`src/rtl/pdx_pkg.sv`:
```
package pdx_pkg;
  typedef enum logic [1:0] {TX_IDLE, TX_WAIT, TX_MOVE} tx_state_e;
  typedef enum logic       {RX_IDLE, RX_MOVE}          rx_state_e;

  localparam int unsigned TR_BIT   = 0;
  localparam int unsigned RA_BIT   = 1;
  localparam int unsigned IR_BIT   = 2;
  localparam int unsigned LEN_LSB  = 8;
  localparam int unsigned LEN_W    = 8;
endpackage

```
`src/rtl/pdx_toggle_det.sv`:
```
module pdx_toggle_det #(
  parameter int unsigned N = 2
) (
  input  logic         clk_i,
  input  logic         rst_ni,
  input  logic [N-1:0] bits_i,
  input  logic         hold_i,
  output logic [N-1:0] evt_o
);
  logic [N-1:0] prev_q;

  // the copy always tracks, so leaving hold resynchronizes it
  always_ff @(posedge clk_i or negedge rst_ni) begin
    if (!rst_ni) prev_q <= '0;
    else         prev_q <= bits_i;
  end

  assign evt_o = hold_i ? '0 : (bits_i ^ prev_q);
endmodule

```
`src/rtl/pdx_byte_fifo.sv`:
```
module pdx_byte_fifo #(
  parameter  int unsigned W     = 8,
  parameter  int unsigned DEPTH = 32,
  localparam int unsigned AW    = $clog2(DEPTH),
  localparam int unsigned CW    = AW + 1
) (
  input  logic          clk_i,
  input  logic          rst_ni,
  input  logic          flush_i,
  input  logic          push_i,
  input  logic [W-1:0]  din_i,
  input  logic          pop_i,
  output logic [W-1:0]  dout_o,
  output logic [CW-1:0] count_o
);
  logic [W-1:0]  mem [DEPTH];
  logic [AW-1:0] wr_q, wr_d, rd_q, rd_d;
  logic [CW-1:0] cnt_q, cnt_d;

  always_comb begin
    wr_d  = wr_q;
    rd_d  = rd_q;
    cnt_d = cnt_q;
    if (flush_i) begin
      wr_d  = '0;
      rd_d  = '0;
      cnt_d = '0;
    end else begin
      if (push_i) wr_d = wr_q + AW'(1);
      if (pop_i)  rd_d = rd_q + AW'(1);
      cnt_d = cnt_q + CW'(push_i) - CW'(pop_i);
    end
  end

  always_ff @(posedge clk_i or negedge rst_ni) begin
    if (!rst_ni) begin
      wr_q  <= '0;
      rd_q  <= '0;
      cnt_q <= '0;
    end else begin
      wr_q  <= wr_d;
      rd_q  <= rd_d;
      cnt_q <= cnt_d;
    end
  end

  always_ff @(posedge clk_i) begin
    if (push_i && !flush_i) mem[wr_q] <= din_i;
  end

  assign dout_o  = mem[rd_q];
  assign count_o = cnt_q;

  // callers never push into a full store
  a_r2_no_overflow: assert property (@(posedge clk_i) disable iff (!rst_ni)
    (push_i && !pop_i) |-> (cnt_q != CW'(DEPTH)));
  // callers never pop an empty store
  a_r6_no_underflow: assert property (@(posedge clk_i) disable iff (!rst_ni)
    pop_i |-> (cnt_q != '0));
endmodule

```
`src/rtl/pdx_handshake.sv`:
```
module pdx_handshake
  import pdx_pkg::*;
#(
  parameter  int unsigned W          = 8,
  parameter  int unsigned MAX_BYTES  = 22,
  parameter  int unsigned FIFO_DEPTH = 32,
  localparam int unsigned IW         = $clog2(MAX_BYTES + 1),
  localparam int unsigned CW         = $clog2(FIFO_DEPTH) + 1,
  localparam int unsigned AREA_W     = MAX_BYTES * W
) (
  input  logic              clk_i,
  input  logic              rst_ni,
  input  logic [15:0]       ctrl_word_i,
  input  logic [AREA_W-1:0] out_bytes_i,
  output logic [15:0]       stat_word_o,
  output logic [AREA_W-1:0] in_bytes_o,
  output logic              serial_en_o,
  input  logic              tx_pop_i,
  output logic [W-1:0]      tx_data_o,
  output logic              tx_empty_o,
  input  logic              rx_push_i,
  input  logic [W-1:0]      rx_data_i
);
  localparam logic [LEN_W-1:0] MAX_LEN = LEN_W'(MAX_BYTES);
  localparam logic [IW-1:0]    MAX_IDX = IW'(MAX_BYTES);

  // reset: asynchronous assert, synchronous release
  logic [1:0] rst_sync_q;
  logic       rst_n;
  always_ff @(posedge clk_i or negedge rst_ni) begin
    if (!rst_ni) rst_sync_q <= 2'b00;
    else         rst_sync_q <= {rst_sync_q[0], 1'b1};
  end
  assign rst_n = rst_sync_q[1];

  // control word decode
  logic             init_req, mode_ok, hold;
  logic [LEN_W-1:0] req_len;
  logic             len_ok;
  logic [1:0]       evt;
  logic             tr_evt, ra_evt;

  assign init_req = ctrl_word_i[IR_BIT];
  assign mode_ok  = (ctrl_word_i[7:3] == 5'b0);
  assign hold     = init_req | ~mode_ok;
  assign req_len  = ctrl_word_i[LEN_LSB +: LEN_W];
  assign len_ok   = (req_len != '0) && (req_len <= MAX_LEN);

  pdx_toggle_det #(.N(2)) u_tog (
    .clk_i  (clk_i),
    .rst_ni (rst_n),
    .bits_i ({ctrl_word_i[RA_BIT], ctrl_word_i[TR_BIT]}),
    .hold_i (hold),
    .evt_o  (evt)
  );
  assign tr_evt = evt[0];
  assign ra_evt = evt[1];

  // FIFOs
  logic          tx_push, tx_pop, rx_push, rx_pop;
  logic [W-1:0]  tx_din, rx_dout;
  logic [CW-1:0] tx_cnt, rx_cnt, tx_free;
  logic          tx_full, rx_full, rx_empty;

  assign tx_full    = (tx_cnt == CW'(FIFO_DEPTH));
  assign tx_empty_o = (tx_cnt == '0);
  assign rx_full    = (rx_cnt == CW'(FIFO_DEPTH));
  assign rx_empty   = (rx_cnt == '0);
  assign tx_free    = CW'(FIFO_DEPTH) - tx_cnt;
  assign tx_pop     = tx_pop_i & ~init_req & ~tx_empty_o;
  assign rx_push    = rx_push_i & ~init_req & ~rx_full;

  pdx_byte_fifo #(.W(W), .DEPTH(FIFO_DEPTH)) u_txf (
    .clk_i (clk_i), .rst_ni (rst_n), .flush_i (init_req),
    .push_i (tx_push), .din_i (tx_din), .pop_i (tx_pop),
    .dout_o (tx_data_o), .count_o (tx_cnt)
  );
  pdx_byte_fifo #(.W(W), .DEPTH(FIFO_DEPTH)) u_rxf (
    .clk_i (clk_i), .rst_ni (rst_n), .flush_i (init_req),
    .push_i (rx_push), .din_i (rx_data_i), .pop_i (rx_pop),
    .dout_o (rx_dout), .count_o (rx_cnt)
  );

  function automatic logic has_room(input logic [CW-1:0] free, input logic [IW-1:0] need);
    return {{(32-CW){1'b0}}, free} >= {{(32-IW){1'b0}}, need};
  endfunction

  // transmit engine
  tx_state_e     tx_st_q, tx_st_d;
  logic [IW-1:0] tx_len_q, tx_len_d, tx_idx_q, tx_idx_d;
  logic          ta_q, ta_d, bf_q, bf_d;

  assign tx_din = out_bytes_i[int'(tx_idx_q) * W +: W];

  always_comb begin
    tx_st_d  = tx_st_q;
    tx_len_d = tx_len_q;
    tx_idx_d = tx_idx_q;
    ta_d     = ta_q;
    bf_d     = bf_q;
    tx_push  = 1'b0;
    if (init_req) begin
      tx_st_d  = TX_IDLE;
      tx_idx_d = '0;
      bf_d     = 1'b0;
    end else begin
      unique case (tx_st_q)
        TX_IDLE: if (tr_evt) begin
          if (!len_ok) begin
            ta_d = ~ta_q;
          end else begin
            tx_len_d = req_len[IW-1:0];
            tx_idx_d = '0;
            if (has_room(tx_free, req_len[IW-1:0])) tx_st_d = TX_MOVE;
            else begin
              tx_st_d = TX_WAIT;
              bf_d    = 1'b1;
            end
          end
        end
        TX_WAIT: if (has_room(tx_free, tx_len_q)) begin
          tx_st_d = TX_MOVE;
          bf_d    = 1'b0;
        end
        TX_MOVE: begin
          tx_push  = 1'b1;
          tx_idx_d = tx_idx_q + IW'(1);
          if (tx_idx_q == tx_len_q - IW'(1)) begin
            ta_d    = ~ta_q;
            tx_st_d = TX_IDLE;
          end
        end
        default: tx_st_d = TX_IDLE;
      endcase
    end
  end

  always_ff @(posedge clk_i or negedge rst_n) begin
    if (!rst_n) begin
      tx_st_q  <= TX_IDLE;
      tx_len_q <= '0;
      tx_idx_q <= '0;
      ta_q     <= 1'b0;
      bf_q     <= 1'b0;
    end else begin
      tx_st_q  <= tx_st_d;
      tx_len_q <= tx_len_d;
      tx_idx_q <= tx_idx_d;
      ta_q     <= ta_d;
      bf_q     <= bf_d;
    end
  end

  // receive engine
  rx_state_e        rx_st_q, rx_st_d;
  logic [IW-1:0]    rx_idx_q, rx_idx_d;
  logic [LEN_W-1:0] il_q, il_d;
  logic             rr_q, rr_d, wait_q, wait_d;
  logic [W-1:0]     in_buf_q [MAX_BYTES];

  always_comb begin
    rx_st_d  = rx_st_q;
    rx_idx_d = rx_idx_q;
    il_d     = il_q;
    rr_d     = rr_q;
    wait_d   = wait_q;
    rx_pop   = 1'b0;
    if (init_req) begin
      rx_st_d  = RX_IDLE;
      rx_idx_d = '0;
      il_d     = '0;
      wait_d   = 1'b0;
    end else begin
      if (ra_evt) wait_d = 1'b0;
      unique case (rx_st_q)
        RX_IDLE: if (!wait_q && !rx_empty) begin
          rx_st_d  = RX_MOVE;
          rx_idx_d = '0;
        end
        RX_MOVE: begin
          if (rx_empty || rx_idx_q == MAX_IDX) begin
            il_d    = LEN_W'(rx_idx_q);
            rr_d    = ~rr_q;
            wait_d  = 1'b1;
            rx_st_d = RX_IDLE;
          end else begin
            rx_pop   = 1'b1;
            rx_idx_d = rx_idx_q + IW'(1);
          end
        end
        default: rx_st_d = RX_IDLE;
      endcase
    end
  end

  always_ff @(posedge clk_i or negedge rst_n) begin
    if (!rst_n) begin
      rx_st_q  <= RX_IDLE;
      rx_idx_q <= '0;
      il_q     <= '0;
      rr_q     <= 1'b0;
      wait_q   <= 1'b0;
    end else begin
      rx_st_q  <= rx_st_d;
      rx_idx_q <= rx_idx_d;
      il_q     <= il_d;
      rr_q     <= rr_d;
      wait_q   <= wait_d;
    end
  end

  for (genvar g = 0; g < MAX_BYTES; g++) begin : g_slot
    always_ff @(posedge clk_i or negedge rst_n) begin
      if (!rst_n)                                  in_buf_q[g] <= '0;
      else if (rx_pop && rx_idx_q == IW'(g))       in_buf_q[g] <= rx_dout;
    end
    assign in_bytes_o[g*W +: W] = in_buf_q[g];
  end

  // init acknowledge
  logic ia_q;
  always_ff @(posedge clk_i or negedge rst_n) begin
    if (!rst_n) ia_q <= 1'b0;
    else        ia_q <= init_req;
  end

  assign serial_en_o = ~ia_q;
  assign stat_word_o = {il_q, 4'b0000, bf_q, ia_q, rr_q, ta_q};

  // acknowledge follows the request one cycle later
  a_r8_ia_follows: assert property (@(posedge clk_i) disable iff (!rst_n)
    init_req |=> ia_q);
  // no transmit acknowledge while initializing
  a_r9_ta_still_in_init: assert property (@(posedge clk_i) disable iff (!rst_n)
    init_req |=> $stable(ta_q));
  // a push never meets a full transmit FIFO
  a_r4_push_has_room: assert property (@(posedge clk_i) disable iff (!rst_n)
    tx_push |-> !tx_full);
  // acknowledge is withheld while buffer-full is shown
  a_r4_full_holds_ack: assert property (@(posedge clk_i) disable iff (!rst_n)
    bf_q |=> $stable(ta_q));
  // a delivery only starts when none is outstanding
  a_r7_rr_needs_accept: assert property (@(posedge clk_i) disable iff (!rst_n)
    (rr_q != $past(rr_q)) |-> !$past(wait_q));
  // delivered count stays within the area
  a_r6_count_bound: assert property (@(posedge clk_i) disable iff (!rst_n)
    il_q <= MAX_LEN);
endmodule

```
`config.mk`:
```
export PLATFORM = sky130hd
export DESIGN_NAME = pdx_handshake
export DESIGN_NICKNAME = d
export VERILOG_FILES = /design/src/rtl/pdx_pkg.sv /design/src/rtl/pdx_toggle_det.sv /design/src/rtl/pdx_byte_fifo.sv /design/src/rtl/pdx_handshake.sv
export SDC_FILE = /design/constraint.sdc
export NUM_CORES = 1
export LEC_CHECK = 0
export ABC_AREA = 1
export BUFFER_PORTS_ARGS = -buffer_cell sky130_fd_sc_hd__buf_4
export CORE_MARGIN = 3
export CORE_UTILIZATION = 45
export CTS_CLUSTER_DIAMETER = 150
export CTS_CLUSTER_SIZE = 16
export DETAILED_ROUTE_END_ITERATION = 6
export SETUP_SLACK_MARGIN = 0.3
export SLEW_MARGIN = 20
export SYNTH_ARGS = -nofsm -noshare
export SYNTH_HDL_FRONTEND = slang
export SYNTH_SLANG_ARGS = --single-unit
```
`constraint.sdc`:
```
create_clock -name clk_i -period 8.18 [get_ports clk_i]
set_input_delay 0.409 -clock clk_i [delete_from_list [all_inputs] [get_ports clk_i]]
set_output_delay 0.409 -clock clk_i [all_outputs]
set_load 0.01 [all_outputs]
```
; Word-level counts from Yosys, hierarchy flattened
; Memory sizes are Yosys's and may differ from the RTL's.
; Index checks and enable logic that the tools add are counted.
[totals]
reg_bits = 243
mem_bits_rw = 512
in_bits = 204
output_inout_bits = 202
elab_cells = 217
mem_count = 2
[classes]
add_sub_neg = 12
magnitude_cmp = 3
n_eq_ne = 36
shifts = 1
n_mux = 55
n_bitwise = 14
n_reduce_logical = 53
[memory_table]
columns = name, depth, width, rd, rd_clocked_by_memory_dff, wr, line_no
row1 = u_rxf.mem, 32, 8, 1, 0, 1, pdx_byte_fifo.sv:16  ; logic [W-1:0] mem [DEPTH];
row2 = u_txf.mem, 32, 8, 1, 0, 1, pdx_byte_fifo.sv:16
[ops]
columns = cell, count
row1 = 176-bit by 9-bit indexed part select with 8-bit output, 1
row2 = 5-bit 2-to-1 mux, 14
row3 = 5-bit by 4-bit equality test with 1-bit output (second input constant), 8
row4 = 5-bit equality test (second input constant), 7
row5 = 5-bit by 1-bit adder with 5-bit output (second input constant), 6
row6 = 1-bit logical AND, 26
row7 = 8-bit 2-to-1 mux, 3
row8 = 1-bit 2-to-1 mux, 23
row9 = 3-bit inequality test (second input constant), 7
row10 = 5-bit by 3-bit equality test with 1-bit output (second input constant), 4
row11 = 5-bit one-hot mux with 2 select lines, 2
row12 = 2-bit 2-to-1 mux, 7
row13 = 2-bit nonzero test, 7
row14 = 6-bit by 1-bit adder with 6-bit output, 2
row15 = 6-bit by 5-bit >= comparator with 1-bit output, 2
row16 = 6-bit logical NOT, 2
row17 = 6-bit 2-to-1 mux, 2
row18 = 6-bit by 1-bit subtractor with 6-bit output, 2
row19 = 5-bit by 2-bit equality test with 1-bit output (second input constant), 2
row20 = 5-bit logical NOT, 2
row21 = 5-bit AND reduction, 2
row22 = 8-bit by 5-bit <= comparator with 1-bit output (second input constant), 1
row23 = 1-bit inverter, 8
row24 = 4-bit AND reduction, 2
row25 = 20 further kinds, 32

; Depth between registers and ports, before layout
[depth]
ltp_word = 8
depth_mapped = 17

; Hierarchy
; A second synthesis with hierarchy kept.
[hier_totals]
hier_cells = 3526
hier_area_um2 = 33861.2
[modules_own_cells]
columns = module, n_inst, cells_each, area_each_um2, seq_area_each_um2
row1 = pdx_byte_fifo at u_txf, 1, 1136, 11805.1, 8087.8
row2 = pdx_byte_fifo at u_rxf, 1, 1135, 11800.1, 8087.8
row3 = pdx_handshake, 1, 1244, 10172.3, 5154.9
row4 = pdx_toggle_det, 1, 11, 83.8, 50.0

; Worst setup path after synthesis
; Ideal clock, no wire load.
[synth_timing]
path_type = register to register
from = reg rx_idx_q[0]
to = reg u_rxf.cnt_q[4], in the netlist u_rxf.count_o[4]
setup_ns = 0.123
arrival_ns = 2.625
slack_ns = 5.432
path_stages_with_launch = 18
path_cell_list = dfrtp_1 inv_1 ha_1 nand2_4 o21ai_4 nor2_4 nand2_8 inv_8 ha_1 inv_1 ha_1 fa_1 nand2_1 inv_1 o21ai_0 nand2_1 o21ai_0 a21oi_1
[synth_via]
elab_chain_len = 7
[synth_lines]
columns = element, line_no
row1 = from (decl), pdx_handshake.sv:156  ; logic [IW-1:0] rx_idx_q, rx_idx_d;
row2 = from (signal assigned), pdx_handshake.sv:205  ; rx_idx_q <= rx_idx_d;
row3 = 5-bit equality test, pdx_handshake.sv:181  ; if (rx_empty || rx_idx_q == MAX_IDX) begin
row4 = 1-bit logical OR, pdx_handshake.sv:181
row5 = 1-bit 2-to-1 mux, pdx_handshake.sv:181
row6 = 1-bit 2-to-1 mux, pdx_handshake.sv:175  ; unique case (rx_st_q)
row7 = 1-bit 2-to-1 mux, pdx_handshake.sv:168  ; if (init_req) begin
row8 = 6-bit by 1-bit subtractor with 6-bit output, pdx_byte_fifo.sv:31  ; cnt_d = cnt_q + CW'(push_i) - CW'(pop_i);
row9 = 6-bit 2-to-1 mux, pdx_byte_fifo.sv:24  ; if (flush_i) begin
row10 = net u_rxf.cnt_d[4], pdx_byte_fifo.sv:18  ; logic [CW-1:0] cnt_q, cnt_d;
row11 = to (signal assigned), pdx_byte_fifo.sv:43  ; cnt_q <= cnt_d;
row12 = to (decl), pdx_byte_fifo.sv:18
; The timed path passes the listed nets, and every way through them passes these cells.
; A chain may end at the register's enable or synchronous reset.

; Final worst setup path
[layout_timing]
from = reg u_txf.rd_q[0]
to = out tx_data_o[3]
[layout_via]
elab_chain_len = 1
[layout_lines]
columns = element, line_no
row1 = from (decl), pdx_byte_fifo.sv:17  ; logic [AW-1:0] wr_q, wr_d, rd_q, rd_d;
row2 = from (signal assigned), pdx_byte_fifo.sv:42  ; rd_q <= rd_d;
row3 = memory 32 x 8 bit, --
row4 = to (decl), pdx_handshake.sv:19  ; output logic [W-1:0] tx_data_o,
; Every way passes these cells.

==> summary.md <==
| Metric | Value |
|---|---|
| Hpwl dp | `64.5 mm` |
| Worst Hold Margin | `39.3 ps` |
| Vias | `25,600` |
| Cell variety after synth | `47` |
| Synth Area in Adders | `1.89%` |
| Clock Path Buffers | `3` |
| Largest net degree at the start of global routing | `113` |
| Vias in the first global route | `24,600` |
| Min cycle time layout | `3940 ps` |
| Crit path capture type | `output pin` |
| Post-synth EDFFs | `512` |
| Combinational power share | `28.2%` |
| Sw Share | `34.4%` |
| Clk slew on worst S/H paths | `70 ps` |
| Rows | `99` |
| Peak VDD IR | `0.203 mV` |
| TritonRoute pass-1 iters | `7` |
| H-tree levels | `2` |
| Final wirelength | `98.4 mm` |
| I/O pin total | `406` |
| Chip width | `278 um` |
| # clock sinks | `752` |
| Arrival time at the worst endpoint | `3530 ps` |
| Clk_skew | `36.5 ps` |
| Max-cap check violation count | `0` |
| Max-slew violation count | `0` |
| Power Dens Cells | `257 mW/mm^2` |
| Area after DPL | `0.0368 mm^2` |
| Area grow syn2layout | `15.1%` |
| Sw Pwr | `3.38 mW` |
| Mux contribution to synthesized area | `0%` |
| RSZ-0062 raised after global routing | `no` |
| Initial antenna violation count | `0` |
| Final Core Density | `52.4%` |
| Most common cell after layout, fill and taps aside | `nand2_1` |
| Buffers on Ports | `398` |
| Num CTS Buffers | `52` |
| Fin. Hold Viols | `0` |
| Period utilisation layout | `48.2%` |
| Most frequent cells in the layout | `nand2_1, edfxtp_1, nor2_1` |
| Register bit count reported by yosys | `752` |
| Status | `finished clean` |
| Crit path kind | `register to output pin` |
| Synthesized area per cell | `10.4 um^2` |
| Largest family of logic cells by synthesized area | `simple AND/OR/NAND/NOR gates` |
| Leak pwr | `15.8 nW` |
| # resized after CTS | `0` |
| Top_reg_cell synth | `edfxtp_1` |
| WL/cell | `21.8 um` |
| Place WS | `4390 ps` |
| Post-synthesis sequential area ratio | `64.2%` |
| CP Launch Type | `register` |
| Async SR Flop Fraction | `31.9%` |
| Relative slew slack | `19.0%` |
| Clk root buf | `clkbuf_16` |
| Drt drc | `0` |
| Max frequency | `254 MHz` |
| Netlist Area Pre-Place | `0.0333 mm^2` |
| Die area | `0.0773 mm^2` |
| Hold Path Class | `primary input to register` |
| Slew @ Worst Pin | `1210 ps` |
| Post-Synth Simple-Gate Area | `18.7%` |
| Share of layout cells above drive strength 1 | `15.7%` |
| CP required | `7770 ps` |
| Post-route design area | `0.0383 mm^2` |
| First DRT Iteration DRCs | `2,753` |
| Starting density of the core | `45.6%` |
| Count of hold-fix buffers inserted at cts | `3` |
| Via/cell ratio | `5.66` |
| Post-CTS setup repair buffer count | `0` |
| Crit Path Max Fanout | `112` |
| Core area | `0.0731 mm^2` |
| Sequential Power Share | `46.5%` |
| Clock Power Share | `25.3%` |
| Clk Latency, worst-skew pair | `620 ps` |
| Total track usage | `24.8%` |
| First-pass GRT wire length | `150 mm` |
| Yosys warning count | `0` |
| Compound-Gate Fraction of Synth Area | `10.2%` |
| Post-synthesis xor/xnor area fraction | `0.421%` |
| CTS tree | `done` |
| GP Congestion | `0.932` |
| Detail Route Antenna Nets | `0` |
| Die Y | `278 um` |
| Int Power | `6.45 mW` |
| Setup violators final | `0` |
| Post-route setup TNS | `0 ps` |
| GRT Residual Overflow | `0` |
| Final net count | `3,773` |
| Final worst slack | `4240 ps` |
| Syn Inst Count | `3,213` |
| # diodes | `0` |
==> critical path: stages (launching register included) <==
cell	delay, ps
dfrtp_2	730
inv_2	430
buf_6	700
o21ai_0	170
o22ai_1	210
nand2_1	90
nand3_1	170
nand3_1	100
nand2_1	140
buf_4	140
==> worst paths after layout <==
check                                startpoint              end  slack [ps]  depth (start not counted)
worst max-delay path              u_txf.rd_q[0]     tx_data_o[3]        4240                          9
worst min-delay path            ctrl_word_i[10]      tx_len_q[2]          40                          3
worst max register to register      tx_idx_q[1]  u_txf.mem[9][4]        4400                          8
worst min register to register    rst_sync_q[1]   in_bytes_o[42]         250                          0
max in group asynchronous         rst_sync_q[1]      tx_idx_q[0]        6540                          1
min in group asynchronous                rst_ni    rst_sync_q[1]         110                          2
==> cell families (layout without fill, tap and decap cells) <==
kind of cell | after synthesis | in the layout
AO/OA/AOI/OAI | 620 | 620
AND/OR/NAND/NOR | 1463 | 1463
buffers and inverters | 311 | 648
adder cells (fa/ha/maj) | 49 | 49
XOR/XNOR | 16 | 16
other | 2 | 8
flip-flops | 752 | 752
==> Yosys cell counts (2+ instances only) <==
master | count | share of area [%]
nand2_1 | 602 | 6.8
edfxtp_1 | 512 | 46
nor2_1 | 502 | 5.7
o21ai_0 | 405 | 6.1
nand3_1 | 288 | 4.3
dfrtp_1 | 240 | 18
o22ai_1 | 119 | 2.2
inv_1 | 99 | 1.1
clkbuf_1 | 98 | 1.1
ha_1 | 47 | 1.8
o211ai_1 | 46 | 1.0
a21oi_1 | 36 | 0.54
buf_2 | 27 | 0.41
buf_4 | 21 | 0.47
buf_6 | 16 | 0.54
buf_1 | 15 | 0.17
inv_2 | 14 | 0.16
nor3_1 | 13 | 0.20
nand4_1 | 12 | 0.23
nor2_4 | 10 | 0.34
xnor2_1 | 10 | 0.26
clkbuf_8 | 7 | 0.29
clkinv_1 | 7 | 0.079
nand2_2 | 7 | 0.13
nor2_8 | 6 | 0.36
xor2_1 | 6 | 0.16
a31oi_1 | 4 | 0.075
clkinv_4 | 4 | 0.11
nand3_2 | 4 | 0.12
o21ai_1 | 4 | 0.060
nand2_4 | 3 | 0.10
nor3_4 | 3 | 0.15
nor3b_1 | 3 | 0.068
nor4_1 | 3 | 0.056
o221ai_1 | 3 | 0.079
conb_1 | 2 | 0.023
fa_1 | 2 | 0.12
inv_6 | 2 | 0.053
nand2_8 | 2 | 0.12
nor2_2 | 2 | 0.038
==> sequential cells by signal, summed over array words and instances, names as in the netlist, 2 cells and up <==
| signal | count |
|---|---|
| u_rxf.wr_q | 5 |
| u_txf.count_o | 6 |
| rst_sync_q | 2 |
| u_rxf.rd_q | 5 |
| u_txf.mem | 256 |
| rx_idx_q | 5 |
| u_rxf.mem | 256 |
| in_bytes_o | 176 |
| tx_len_q | 5 |
| il_q | 5 |
| u_tog.prev_q | 2 |
| u_txf.rd_q | 5 |
| tx_idx_q | 5 |
| u_txf.wr_q | 5 |
| u_rxf.count_o | 6 |
| tx_st_q | 2 |
==> power by group through the flow <==
stage          combinational [mW]  sequential, mW  clock, mW
2_1_floorplan                1.83            4.61          0
3_3_place_gp                 2.69            4.65          0
3_5_place_dp                 2.75            4.66          0
4_1_cts                      2.77            4.58       2.53
5_1_grt                      3.09            4.59       2.68
6_report                     2.78            4.57       2.49
==> metal layers <==
metal / wire length [um] / track usage (%) / up-vias
met3: 7040 / 3.19 / 149
met4: 2340 / 5.90 / 0
met5: 0 / 0 / -
met1: 41400 / 35.3 / 12700
li1: - / - / 11700
met2: 47600 / 40.7 / 1035
==> per-stage QoR <==
step / instances / total power [mW]
5_1_grt: 4515 / 10.4
4_1_cts: 4514 / 9.87
3_5_place_dp: 4421 / 7.41
6_report: 4515 / 9.83
2_1_floorplan: 3219 / 6.43
3_3_place_gp: 4421 / 7.34
==> final cells by class <==
class,count,area [um^2]
clock buffers,89,1460
clock inverters,1,20.0
fillers,6528,34800
inverters,127,517
multi-input cells,2156,10500
flip-flops and latches,752,21400
well taps,959,1200
repair buffers,431,3270
No activity file was read; power rests on OpenSTA's default activity.
